$ cat config.mk
export PLATFORM = sky130hd
export DESIGN_NAME = pdn_sequencer
export DESIGN_NICKNAME = d
export VERILOG_FILES = /design/src/rtl/pdn_pkg.sv /design/src/rtl/pdn_sync.sv /design/src/rtl/pdn_rst_ctl.sv /design/src/rtl/pdn_fsm.sv /design/src/rtl/pdn_sequencer.sv
export SDC_FILE = /design/constraint.sdc
export NUM_CORES = 1
export LEC_CHECK = 0
export ABC_AREA = 1
export BUFFER_PORTS_ARGS = -buffer_cell sky130_fd_sc_hd__buf_2
export CORE_ASPECT_RATIO = 0.7
export CORE_MARGIN = 2
export CORE_UTILIZATION = 50
export DETAILED_ROUTE_END_ITERATION = 6
export GPL_TIMING_DRIVEN = 0
export PLACE_DENSITY = 0.7
export SYNTH_ARGS = -nofsm -noshare
export SYNTH_HDL_FRONTEND = slang
export SYNTH_SLANG_ARGS = --single-unit
$ cat constraint.sdc
create_clock -name clk_in -period 1.84 [get_ports clk_in]
set_input_delay 0.184 -clock clk_in [delete_from_list [all_inputs] [get_ports clk_in]]
set_output_delay 0.184 -clock clk_in [all_outputs]
set_load 0.01 [all_outputs]
$ cat src/rtl/pdn_pkg.sv
package pdn_pkg;
   typedef enum logic [1:0] {
      PS_ACTIVE   = 2'd0,
      PS_ENTERING = 2'd1,
      PS_DOWN     = 2'd2,
      PS_EXITING  = 2'd3
   } pdn_state_t;
endpackage

$ cat src/rtl/pdn_sync.sv
module pdn_sync #(
   parameter int STAGES = 2
) (
   input  logic clk,
   input  logic rst_n,
   input  logic d_async,
   output logic q_sync
);
   logic [STAGES-1:0] chain_q;

   for (genvar i = 0; i < STAGES; i++) begin : g_stage
      if (i == 0) begin : g_first
         always_ff @(posedge clk or negedge rst_n) begin
            if (!rst_n) chain_q[0] <= 1'b0;
            else        chain_q[0] <= d_async;
         end
      end else begin : g_next
         always_ff @(posedge clk or negedge rst_n) begin
            if (!rst_n) chain_q[i] <= 1'b0;
            else        chain_q[i] <= chain_q[i-1];
         end
      end
   end

   assign q_sync = chain_q[STAGES-1];
endmodule

$ cat src/rtl/pdn_rst_ctl.sv
module pdn_rst_ctl #(
   parameter int RST_SETTLE = 8
) (
   input  logic clk,
   input  logic rst_n,
   output logic reset_seen,
   output logic restart_pulse
);
   localparam int SW = $clog2(RST_SETTLE + 1);
   localparam logic [SW-1:0] SETTLE_END = SW'(RST_SETTLE);
   localparam logic [SW-1:0] ONE        = SW'(1);

   logic [SW-1:0] settle_q;

   always_ff @(posedge clk or negedge rst_n) begin
      if (!rst_n)                  settle_q <= '0;
      else if (settle_q != SETTLE_END) settle_q <= settle_q + ONE;
   end

   assign reset_seen    = (settle_q == SETTLE_END);
   assign restart_pulse = (settle_q == ONE);
endmodule

$ cat src/rtl/pdn_fsm.sv
module pdn_fsm
   import pdn_pkg::*;
#(
   parameter int CW        = 17,
   parameter int ENT_LO_M1 = 1023,
   parameter int ENT_HI_M1 = 2047,
   parameter int EX_LO_M1  = 32767,
   parameter int EX_HI_M1  = 65535
) (
   input  logic       clk,
   input  logic       rst_n,
   input  logic       req,
   input  logic       band_hi,
   input  logic       bus_busy,
   input  logic       reset_seen,
   output pdn_state_t st,
   output logic       viol
);
   localparam logic [CW-1:0] ENT_LO = CW'(ENT_LO_M1);
   localparam logic [CW-1:0] ENT_HI = CW'(ENT_HI_M1);
   localparam logic [CW-1:0] EX_LO  = CW'(EX_LO_M1);
   localparam logic [CW-1:0] EX_HI  = CW'(EX_HI_M1);
   localparam logic [CW-1:0] ONE    = CW'(1);

   logic [CW-1:0] cnt_q;
   logic          band_q;
   logic [CW-1:0] ent_end;
   logic [CW-1:0] ex_end;

   always_comb begin
      ent_end = band_q ? ENT_HI : ENT_LO;
      ex_end  = band_q ? EX_HI  : EX_LO;
   end

   always_ff @(posedge clk or negedge rst_n) begin
      if (!rst_n) begin
         st     <= PS_ACTIVE;
         cnt_q  <= '0;
         band_q <= 1'b0;
         viol   <= 1'b0;
      end else begin
         case (st)
            PS_ACTIVE: begin
               if (req) begin
                  if (bus_busy || !reset_seen) begin
                     viol <= 1'b1;
                  end else begin
                     st     <= PS_ENTERING;
                     cnt_q  <= '0;
                     band_q <= band_hi;
                  end
               end
            end
            PS_ENTERING: begin
               if (!req)                 st    <= PS_ACTIVE;
               else if (cnt_q == ent_end) st   <= PS_DOWN;
               else                      cnt_q <= cnt_q + ONE;
            end
            PS_DOWN: begin
               if (!req) begin
                  st     <= PS_EXITING;
                  cnt_q  <= '0;
                  band_q <= band_hi;
               end
            end
            default: begin
               if (cnt_q == ex_end) st    <= PS_ACTIVE;
               else                 cnt_q <= cnt_q + ONE;
            end
         endcase
      end
   end
endmodule

$ cat src/rtl/pdn_sequencer.sv
module pdn_sequencer
   import pdn_pkg::*;
#(
   parameter int BASE_LO     = 256,
   parameter int BASE_HI     = 512,
   parameter int ENTRY_MULT  = 4,
   parameter int EXIT_MULT   = 128,
   parameter int SYNC_STAGES = 2,
   parameter int RST_SETTLE  = 8
) (
   input  logic clk_in,
   input  logic rst_n,
   input  logic pdn_req_async,
   input  logic band_hi,
   input  logic bus_busy,
   input  logic sda_oe_in,
   output logic pdn_active,
   output logic clk_gate_en,
   output logic hold_out,
   output logic sda_oe,
   output logic restart_pulse,
   output logic rule_viol
);
   localparam int ENT_LO_LEN = BASE_LO * ENTRY_MULT;
   localparam int ENT_HI_LEN = BASE_HI * ENTRY_MULT;
   localparam int EX_LO_LEN  = BASE_LO * EXIT_MULT;
   localparam int EX_HI_LEN  = BASE_HI * EXIT_MULT;
   localparam int CW         = $clog2(EX_HI_LEN + 1);

   if (BASE_LO < 1 || BASE_HI < BASE_LO) begin : g_bad_base
      $error("pdn_sequencer: need 1 <= BASE_LO <= BASE_HI");
   end
   if (ENTRY_MULT < 1 || EXIT_MULT < ENTRY_MULT) begin : g_bad_mult
      $error("pdn_sequencer: need 1 <= ENTRY_MULT <= EXIT_MULT");
   end
   if (SYNC_STAGES < 2) begin : g_bad_sync
      $error("pdn_sequencer: SYNC_STAGES must be at least 2");
   end
   if (RST_SETTLE < 2) begin : g_bad_settle
      $error("pdn_sequencer: RST_SETTLE must be at least 2");
   end

   logic       req_s;
   logic       reset_seen;
   pdn_state_t st;

   pdn_sync #(.STAGES(SYNC_STAGES)) sync_i (
      .clk     (clk_in),
      .rst_n   (rst_n),
      .d_async (pdn_req_async),
      .q_sync  (req_s)
   );

   pdn_rst_ctl #(.RST_SETTLE(RST_SETTLE)) rst_i (
      .clk           (clk_in),
      .rst_n         (rst_n),
      .reset_seen    (reset_seen),
      .restart_pulse (restart_pulse)
   );

   pdn_fsm #(
      .CW        (CW),
      .ENT_LO_M1 (ENT_LO_LEN - 1),
      .ENT_HI_M1 (ENT_HI_LEN - 1),
      .EX_LO_M1  (EX_LO_LEN - 1),
      .EX_HI_M1  (EX_HI_LEN - 1)
   ) fsm_i (
      .clk        (clk_in),
      .rst_n      (rst_n),
      .req        (req_s),
      .band_hi    (band_hi),
      .bus_busy   (bus_busy),
      .reset_seen (reset_seen),
      .st         (st),
      .viol       (rule_viol)
   );

   always_comb begin
      pdn_active  = (st == PS_DOWN) || (st == PS_EXITING);
      hold_out    = pdn_active;
      clk_gate_en = (st != PS_DOWN);
      sda_oe      = sda_oe_in && !pdn_active;
   end
endmodule

==> results of run 1 <==
[routing by layer]
layer | track usage | share of wire | vias up
met3 | 0.04455 | 0.050 | 6
li1 | - | - | 913
met1 | 0.3358 | 0.53 | 775
met2 | 0.3378 | 0.41 | 46
met4 | 0.03636 | 0.010 | 0
met5 | 0 | 0 | -
[sequential cells by signal, summed over array words and instances, names as in the netlist]
register        cells
fsm_i.viol          1
sync_i.chain_q      1
fsm_i.st            2
sync_i.q_sync       1
rst_i.settle_q      4
fsm_i.band_q        1
fsm_i.cnt_q        17
[critical path, delay by kind of cell (launching register included)]
family	cells	cell delay (ns)
and+or+nand+nor	8	0.93
buffers and inverters	1	0.15
DFF	1	0.40
adders and majority gates	1	0.20
[final cells by class]
type,instances,area share
multi-input combinational,206,0.4696
sequential,27,0.3123
timing repair buffer,27,0.08791
inverter,31,0.05379
tap,50,0.02892
buffer,8,0.02661
clock buffer,4,0.02082
[cell usage after synthesis (2+ instances only)]
master / count
a21oi_1: 4
nor2_2: 4
nor3_1: 3
nand4_1: 12
nand2_2: 2
o21ai_0: 3
dfrtp_1: 27
nand2_1: 98
clkbuf_1: 3
inv_1: 30
ha_1: 4
xor2_1: 2
nor2_1: 46
nand3_1: 17
buf_2: 3
[stage by stage]
stage,utilization,instance area (um2),setup slack [ns],instances
3_3_place_gp,0.5541,1934,-0.1583,333
5_1_grt,0.6197,2163,-0.04273,353
4_1_cts,0.5835,2037,0.008273,342
2_1_floorplan,-,1817,0.1201,272
3_5_place_dp,0.5541,1934,-0.2069,333
6_report,0.6197,2163,0.07927,353
[worst paths after layout]
| path | depth (start not counted) | slack [ns] | start | endpoint |
|---|---|---|---|---|
| setup / recovery | 10 | 0.08 | fsm_i.cnt_q[0] | fsm_i.cnt_q[2] |
| hold / removal | 1 | 0.01 | pdn_req_async | sync_i.chain_q[0] |
| setup reg to reg | 10 | 0.08 | fsm_i.cnt_q[0] | fsm_i.cnt_q[2] |
| hold reg to reg | 0 | 0.36 | sync_i.chain_q[0] | sync_i.q_sync |
| max in group asynchronous | 2 | 1.01 | rst_n | fsm_i.st[0] |
| min in group asynchronous | 2 | 0.44 | rst_n | fsm_i.cnt_q[12] |
[cells by family after synthesis]
family,Yosys count
flip-flops,27
AND/OR/NAND/NOR,188
AO/OA/AOI/OAI,11
XOR/XNOR,3
adder cells (fa/ha/maj),4
buffers and inverters,39
[power by group]
group | leakage [nW] | internal, mW | switching, mW
combinational | 0.781 | 0.323 | 0.501
sequential | 0.355 | 0.645 | 0.0496
clock | 0.0228 | 0.155 | 0.184
total | 1.16 | 1.12 | 0.734
[timing repair]
| item | in CTS | in global routing |
|---|---|---|
| endpoints found under the hold margin | 27 | 0 |
| setup endpoints to repair | 19 | 20 |
| pin swaps | 2 | 5 |
| hold buffers | 1 | 0 |
| resized for setup | 1 | 18 |
| buffers inserted | 4 | 11 |
==> results.py, run 1 <==
metrics = {
    "outcome": {
        "outcome": "finished clean",
    },
    "logic_synthesis": {
        "yosysTopAreaCellShare": 0.3719,
        "syn_inst": 272,
        "avgSynthCellArea_um2": 6.679,
        "synth_adder_area_share": 0.02755,
        "synth_xor_area_frac": 0.01446,
        "synth_mux_area_frac": 0,
        "synth_edf_count": 0,
        "syn_area_um2": 1817,
        "synth_top_family_by_area": "simple AND/OR/NAND/NOR gates",
        "yosys_warnings": 0,
        "yosysTopAreaCell": "dfrtp_1",
        "synthArstFlopShare": 1.000,
        "synth_seq_cells": 27,
        "synth-compound-area-share": 0.04132,
        "synth.area.top_cells": "dfrtp_1 (37%), nand2_1 (20%), nor2_1 (9.5%)",
        "synth_nets": 282,
        "ys_dominant_reg_cell": "dfrtp_1",
        "ys_types": 29,
        "synth_simple_gate_area_frac": 0.4559,
        "yosysSeqAreaShare": 0.3719,
    },
    "route": {
        "wl_um": 4304,
        "avgRoutedWirePerCell_um": 12.19,
        "drtIter0Drc": 115,
        "dr.pass1.iters": 4,
        "via_per_inst": 4.929,
        "vias": 1740,
        "ant_nets": 0,
        "drc_errors": 0,
    },
    "run": {
        "drv_cap": 0,
    },
    "placement": {
        "dp_hpwl_um": 2982,
        "gp_congestion": 0.9166,
        "io_buffers": 11,
    },
    "clock_tree": {
        "cts_tree": "yes",
        "cts_made_buffers": 3,
        "clk_path_buf_depth": 2,
        "clkTransAtPathRegs_ns": 0.09,
        "clk_latency_ns": 0.27,
        "clock_sinks": 27,
        "root_buffer": "clkbuf_8",
        "htreeDepth": 1,
    },
    "timing": {
        "worst_slew_pin_slew_ns": 0.5987,
        "drv_slew": 0,
        "finalCritPeriodShare": 0.9569,
        "setup_violations": 0,
        "rsz0062_at_grt": "yes",
        "whs_ns": 0.01363,
        "fin_tns_setup_ns": 0,
        "fmax_mhz": 567.9,
        "fin_crit_ns": 1.761,
        "finalClockSkew_ns": 0.004383,
        "relSlewSlack": 0.6009,
        "finalHoldViolCount": 0,
    },
    "floorplan": {
        "initial_core_util": 0.5204,
        "die_h_um": 54.43,
        "num_rows": 18,
        "dieArea_um2": 4139,
        "design.core.area_um2": 3491,
        "die-width_um": 76.05,
        "ioPinCount": 12,
    },
    "global_route": {
        "grt_max_degree": 28,
        "grt_pass1_wl_um": 6962,
        "grt_pass1_vias": 1466,
        "antenna_found_initial": 0,
        "grt_usage": 0.2223,
        "grt_overflow": 0,
    },
    "layout": {
        "area_delta_synth_final_pct": 19.08,
        "multi_input_area_um2": 1016,
        "drive_gt1_frac": 0.1848,
        "nets": 314,
        "final_common_cell": "nand2_1",
        "fill_cells": 315,
        "antennaDiodeCount": 0,
        "ff_latch_area_um2": 675.6,
        "final_cell_mix": "nand2_1 (95), nor2_1 (46), inv_1 (28), dfrtp_1 (27), nand3_1 (17)",
    },
    "setup_path": {
        "critical-path-max-stage-delay_ns": 0.40,
        "crit_arrival_ns": 1.98,
        "crit_path_end_kind": "flop",
        "required_ns": 2.06,
        "crit_chain": "ha_2 -> nand2_2 -> nor2_2 -> nand2_2 -> nor2_4 -> nand4_4 -> nand3_4 -> buf_6 -> nand2_1 -> nand2_1",
        "critical_path.max_fanout": 10,
        "critical_path_class": "flop to flop",
        "cp_slowest_cell": "dfrtp_1",
        "start_kind": "flop",
    },
    "pwr": {
        "leakage_nw": 1.159,
        "p_per_area_nw_per_um2": 858.4,
        "ir_drop_mv": 0.5034,
        "power_mw": 1.857,
    },
    "worst_hold_path": {
        "min_path_type": "input port to flop",
    },
}
(Power assumes the default switching activity.)
==> inputs of run 2 (changes only) <==
CORE_MARGIN = 8   (was 2)
CORE_UTILIZATION = 45   (was 50)
PLACE_DENSITY = 0.65   (was 0.7)
==> results.py, run 2 (synthesized netlist as in run 1, its figures left out) <==
metrics = {
    "worst_hold_path": {
        "min_path_type": "input port to flop",
        "worstHoldEndpoint": "fsm_i.band_q",
        "hold_path.startpoint": "band_hi",
        "whs_path_depth": 3,
    },
    "placement": {
        "placed_area_um2": 1937,
        "dp_hpwl_um": 3083,
        "dp.cells": 335,
        "io_buffers": 11,
        "gp_congestion": 0.8693,
        "pre_cts_ws_ns": -0.1678,
    },
    "pwr": {
        "power_mw": 1.860,
        "ir_drop_mv": 0.5213,
        "p_per_area_nw_per_um2": 859.2,
        "leakage_nw": 1.161,
    },
    "layout": {
        "final_cells": 356,
        "final_common_cell": "nand2_1",
        "drive_gt1_frac": 0.1776,
        "ff_latch_area_um2": 675.6,
        "regMostFlops": "fsm_i.cnt_q",
        "area_delta_synth_final_pct": 19.15,
        "fill_cells": 389,
        "multi_input_area_um2": 1013,
        "postLayoutCellArea_um2": 2165,
        "final_cell_mix": "nand2_1 (95), nor2_1 (46), inv_1 (29), dfrtp_1 (27), buf_4 (18)",
        "largest_reg_flops": 17,
        "reg_top3": "fsm_i.cnt_q x17, rst_i.settle_q x4, fsm_i.st x2",
        "nets": 315,
        "antennaDiodeCount": 0,
    },
    "timing": {
        "drv_slew": 0,
        "finalClockSkew_ns": 0.008160,
        "setup_violations": 0,
        "relSlewSlack": 0.6019,
        "postLayoutSetupSlackWorst_ns": 0.1020,
        "worst_slew_pin_slew_ns": 0.5972,
        "fin_crit_ns": 1.738,
        "whs_ns": 0.1759,
        "fmax_mhz": 575.4,
        "finalHoldViolCount": 0,
        "finalCritPeriodShare": 0.9446,
    },
    "setup_path": {
        "critical_path.max_fanout": 7,
        "start_kind": "flop",
        "reg2regPathDepth": 12,
        "required_ns": 2.05,
        "crit_path_end_kind": "flop",
        "crit_arrival_ns": 1.95,
        "critical_path_class": "flop to flop",
        "timing.rr.start": "fsm_i.cnt_q[0]",
        "reg2reg_setup_slack_ns": 0.10,
        "r2r-end": "fsm_i.cnt_q[6]",
    },
    "run": {
        "drv_cap": 0,
    },
    "route": {
        "avgRoutedWirePerCell_um": 12.39,
        "ant_nets": 0,
        "wl_um": 4410,
        "drtIter0Drc": 84,
        "dr.pass1.iters": 4,
        "via_per_inst": 4.904,
        "vias": 1746,
        "drc_errors": 0,
    },
    "floorplan": {
        "die_h_um": 69.16,
        "die-width_um": 91.95,
        "dieArea_um2": 6359,
        "ioPinCount": 12,
        "num_rows": 19,
        "initial_core_util": 0.4660,
        "design.core.area_um2": 3899,
    },
    "clock_tree": {
        "cts_tree": "yes",
        "clk_latency_ns": 0.28,
        "clk_path_buf_depth": 2,
        "clkTransAtPathRegs_ns": 0.09,
        "htreeDepth": 1,
        "cts_made_buffers": 3,
        "clock_sinks": 27,
        "root_buffer": "clkbuf_8",
    },
    "global_route": {
        "antenna_found_initial": 0,
        "grt_max_degree": 28,
        "grt_pass1_wl_um": 7141,
        "grt_usage": 0.1366,
        "grt_pass1_vias": 1499,
        "grt_overflow": 0,
    },
    "outcome": {
        "outcome": "finished clean",
    },
}
-- run 2: final cells by class --
type                            count  area share
Tap cell                           52     0.03006
Buffer                              8     0.02832
Sequential cell                    27      0.3121
Timing Repair Buffer               28     0.08671
Multi-Input combinational cell    206      0.4682
Inverter                           31     0.05376
Clock buffer                        4     0.02081
-- run 2: repair_timing --
item	4_1_cts	5_1_grt
hold endpoints to repair	27	1
hold buffers	1	1
buffers inserted	5	10
pin swaps	2	5
gates resized for setup	2	16
endpoints found under the setup margin	19	20
-- run 2: routing by layer --
metal / wire length [um] / global-route usage / share of wire
met1: 2308 / 0.2054 / 0.52
met2: 1861 / 0.1859 / 0.42
met3: 215 / 0.03243 / 0.049
met4: 25 / 0.03559 / 0.0057
met5: 0 / 0 / 0
-- run 2: how the worst max path moves through the flow --
stage | startpoint | to | cells past startpoint
2_1_floorplan | rst_i.settle_q[0] | fsm_i.cnt_q[5] | 10
3_3_place_gp | rst_i.settle_q[0] | fsm_i.cnt_q[4] | 10
3_5_place_dp | rst_i.settle_q[0] | fsm_i.cnt_q[7] | 10
4_1_cts | fsm_i.cnt_q[0] | fsm_i.cnt_q[9] | 9
5_1_grt | fsm_i.cnt_q[0] | fsm_i.cnt_q[7] | 12
6_report | fsm_i.cnt_q[0] | fsm_i.cnt_q[6] | 12
-- run 2: critical path: stages, from the launching register on --
cell and delay, ns:
dfrtp_1 0.39, ha_2 0.20, nand2_2 0.09, nor2_4 0.19, nand2_4 0.10, inv_2 0.06
nand3_2 0.09, nand2_2 0.09, nand2_4 0.09, nand3_4 0.13, buf_4 0.14, nand2_1 0.05
nand2_1 0.06
-- run 2: metrics by stage --
step	utilization	TNS, ns
after floorplan	-	0
after global placement	0.4968	-2.151
after detailed placement	0.4968	-2.207
after CTS	0.5225	0
after global routing	0.5552	-0.1339
final	0.5552	0
-- run 2: report_power, final --
| group | total [mW] | switching (mW) | internal [mW] |
|---|---|---|---|
| combinational | 0.827 | 0.500 | 0.328 |
| clock | 0.339 | 0.183 | 0.155 |
| sequential | 0.694 | 0.0491 | 0.645 |
==> inputs of run 3 (changes only) <==
PLACE_DENSITY = default   (was 0.65)
==> results.py, run 3 (synthesized netlist as in run 1, its figures left out) <==
metrics = {
    "layout": {
        "antennaDiodeCount": 0,
        "regMostFlops": "fsm_i.cnt_q",
        "final_cell_mix": "nand2_1 (95), nor2_1 (46), inv_1 (28), dfrtp_1 (27), nand3_1 (17)",
        "nets": 311,
        "postLayoutCellArea_um2": 2127,
        "final_cells": 352,
        "final_common_cell": "nand2_1",
        "drive_gt1_frac": 0.1633,
        "area_delta_synth_final_pct": 17.08,
        "largest_reg_flops": 17,
        "fin_util": 0.5456,
        "reg_top3": "fsm_i.cnt_q x17, rst_i.settle_q x4, fsm_i.st x2",
    },
    "floorplan": {
        "initial_core_util": 0.4660,
        "ioPinCount": 12,
        "design.core.area_um2": 3899,
        "num_rows": 19,
        "die_h_um": 69.16,
        "dieArea_um2": 6359,
        "die-width_um": 91.95,
    },
    "setup_path": {
        "startpoint": "rst_i.settle_q[1]",
        "critical-path-max-stage-delay_ns": 0.41,
        "crit_chain": "inv_1 -> ha_1 -> inv_1 -> nor3_4 -> nand2_2 -> a21oi_4 -> nand3_4 -> buf_6 -> nand2_1 -> nand2_1",
        "crit_path_end_kind": "flop",
        "required_ns": 2.02,
        "critical_path.max_fanout": 10,
        "timing.rr.start": "rst_i.settle_q[1]",
        "critical_path_class": "flop to flop",
        "start_kind": "flop",
        "cp_slowest_cell": "dfrtp_1",
        "crit_arrival_ns": 1.91,
        "reg2regPathDepth": 10,
    },
    "placement": {
        "placed_area_um2": 1937,
        "dp_hpwl_um": 3134,
        "gp_congestion": 0.8755,
        "io_buffers": 11,
        "pre_cts_ws_ns": -0.2091,
        "dp.cells": 335,
    },
    "route": {
        "vias": 1701,
        "drtIter0Drc": 102,
        "dr.pass1.iters": 4,
        "via_per_inst": 4.832,
        "avgRoutedWirePerCell_um": 12.56,
        "wl_um": 4420,
        "ant_nets": 0,
        "drc_errors": 0,
    },
    "pwr": {
        "p_per_area_nw_per_um2": 862.6,
        "ir_drop_mv": 0.4001,
        "leakage_nw": 1.137,
        "power_mw": 1.835,
    },
    "timing": {
        "fin_tns_setup_ns": 0,
        "fin_crit_ns": 1.735,
        "fmax_mhz": 576.3,
        "whs_ns": 0.1452,
        "worst_slew_pin_slew_ns": 0.6162,
        "relSlewSlack": 0.5892,
        "finalCritPeriodShare": 0.9431,
        "finalClockSkew_ns": 0.004522,
        "finalHoldViolCount": 0,
        "drv_slew": 0,
        "setup_violations": 0,
        "postLayoutSetupSlackWorst_ns": 0.1047,
    },
    "global_route": {
        "grt_max_degree": 28,
        "grt_pass1_vias": 1536,
        "grt_usage": 0.1395,
        "grt_pass1_wl_um": 7300,
        "antenna_found_initial": 0,
        "grt_overflow": 0,
    },
    "worst_hold_path": {
        "min_path_type": "input port to flop",
        "hold_path.startpoint": "band_hi",
        "whs_path_depth": 3,
    },
    "clock_tree": {
        "cts_tree": "yes",
        "cts_made_buffers": 3,
        "htreeDepth": 1,
        "root_buffer": "clkbuf_8",
        "clock_sinks": 27,
        "clk_latency_ns": 0.28,
        "clkTransAtPathRegs_ns": 0.10,
        "clk_path_buf_depth": 2,
    },
    "run": {
        "drv_cap": 0,
    },
    "outcome": {
        "outcome": "finished clean",
    },
}
run 3: cell type report:
type / count / area (um2)
Fill cell: 378 / 1772
Sequential cell: 27 / 675.6
Buffer: 8 / 52.55
Inverter: 31 / 116.4
Multi-Input combinational cell: 206 / 1002
Clock buffer: 4 / 45.04
Tap cell: 52 / 65.06
Timing Repair Buffer: 24 / 170.2
run 3: what timing repair did:
| action | CTS | global route |
|---|---|---|
| endpoints found under the hold margin | 28 | 0 |
| pin swaps | 3 | 4 |
| cloned | 0 | 0 |
| setup buffers | 4 | 7 |
| resized for setup | 3 | 9 |
| hold buffers | 2 | 0 |
| endpoints found under the setup margin | 19 | 20 |
run 3: worst max-delay path: cells and delay by family, from the launching register on:
kind            cells  cell delay (ns)
simple gates        5             0.50
fa+ha+maj           1             0.16
flops               1             0.41
buf+inv             3             0.34
compound gates      1             0.23
run 3: metal layers:
metal / track usage / routed length, um / share of wire
met1: 0.2078 / 2331 / 0.53
met2: 0.1930 / 1799 / 0.41
met3: 0.03459 / 257 / 0.058
met4: 0.03203 / 32 / 0.0072
met5: 0 / 0 / 0
run 3: report_power, final:
part           switching, mW  internal, mW  total [mW]
Combinational          0.491         0.301       0.793
Clock                  0.194         0.156       0.350
Sequential            0.0474         0.645       0.692
Total                  0.733          1.10        1.83
run 3: final timing paths:
path	slack, ns	end
worst max-delay path	0.10	fsm_i.cnt_q[9]
worst min-delay path	0.15	fsm_i.band_q
worst max register to register	0.10	fsm_i.cnt_q[9]
worst min register to register	0.36	sync_i.q_sync
max in group asynchronous	0.99	fsm_i.cnt_q[0]
min in group asynchronous	0.46	sync_i.q_sync
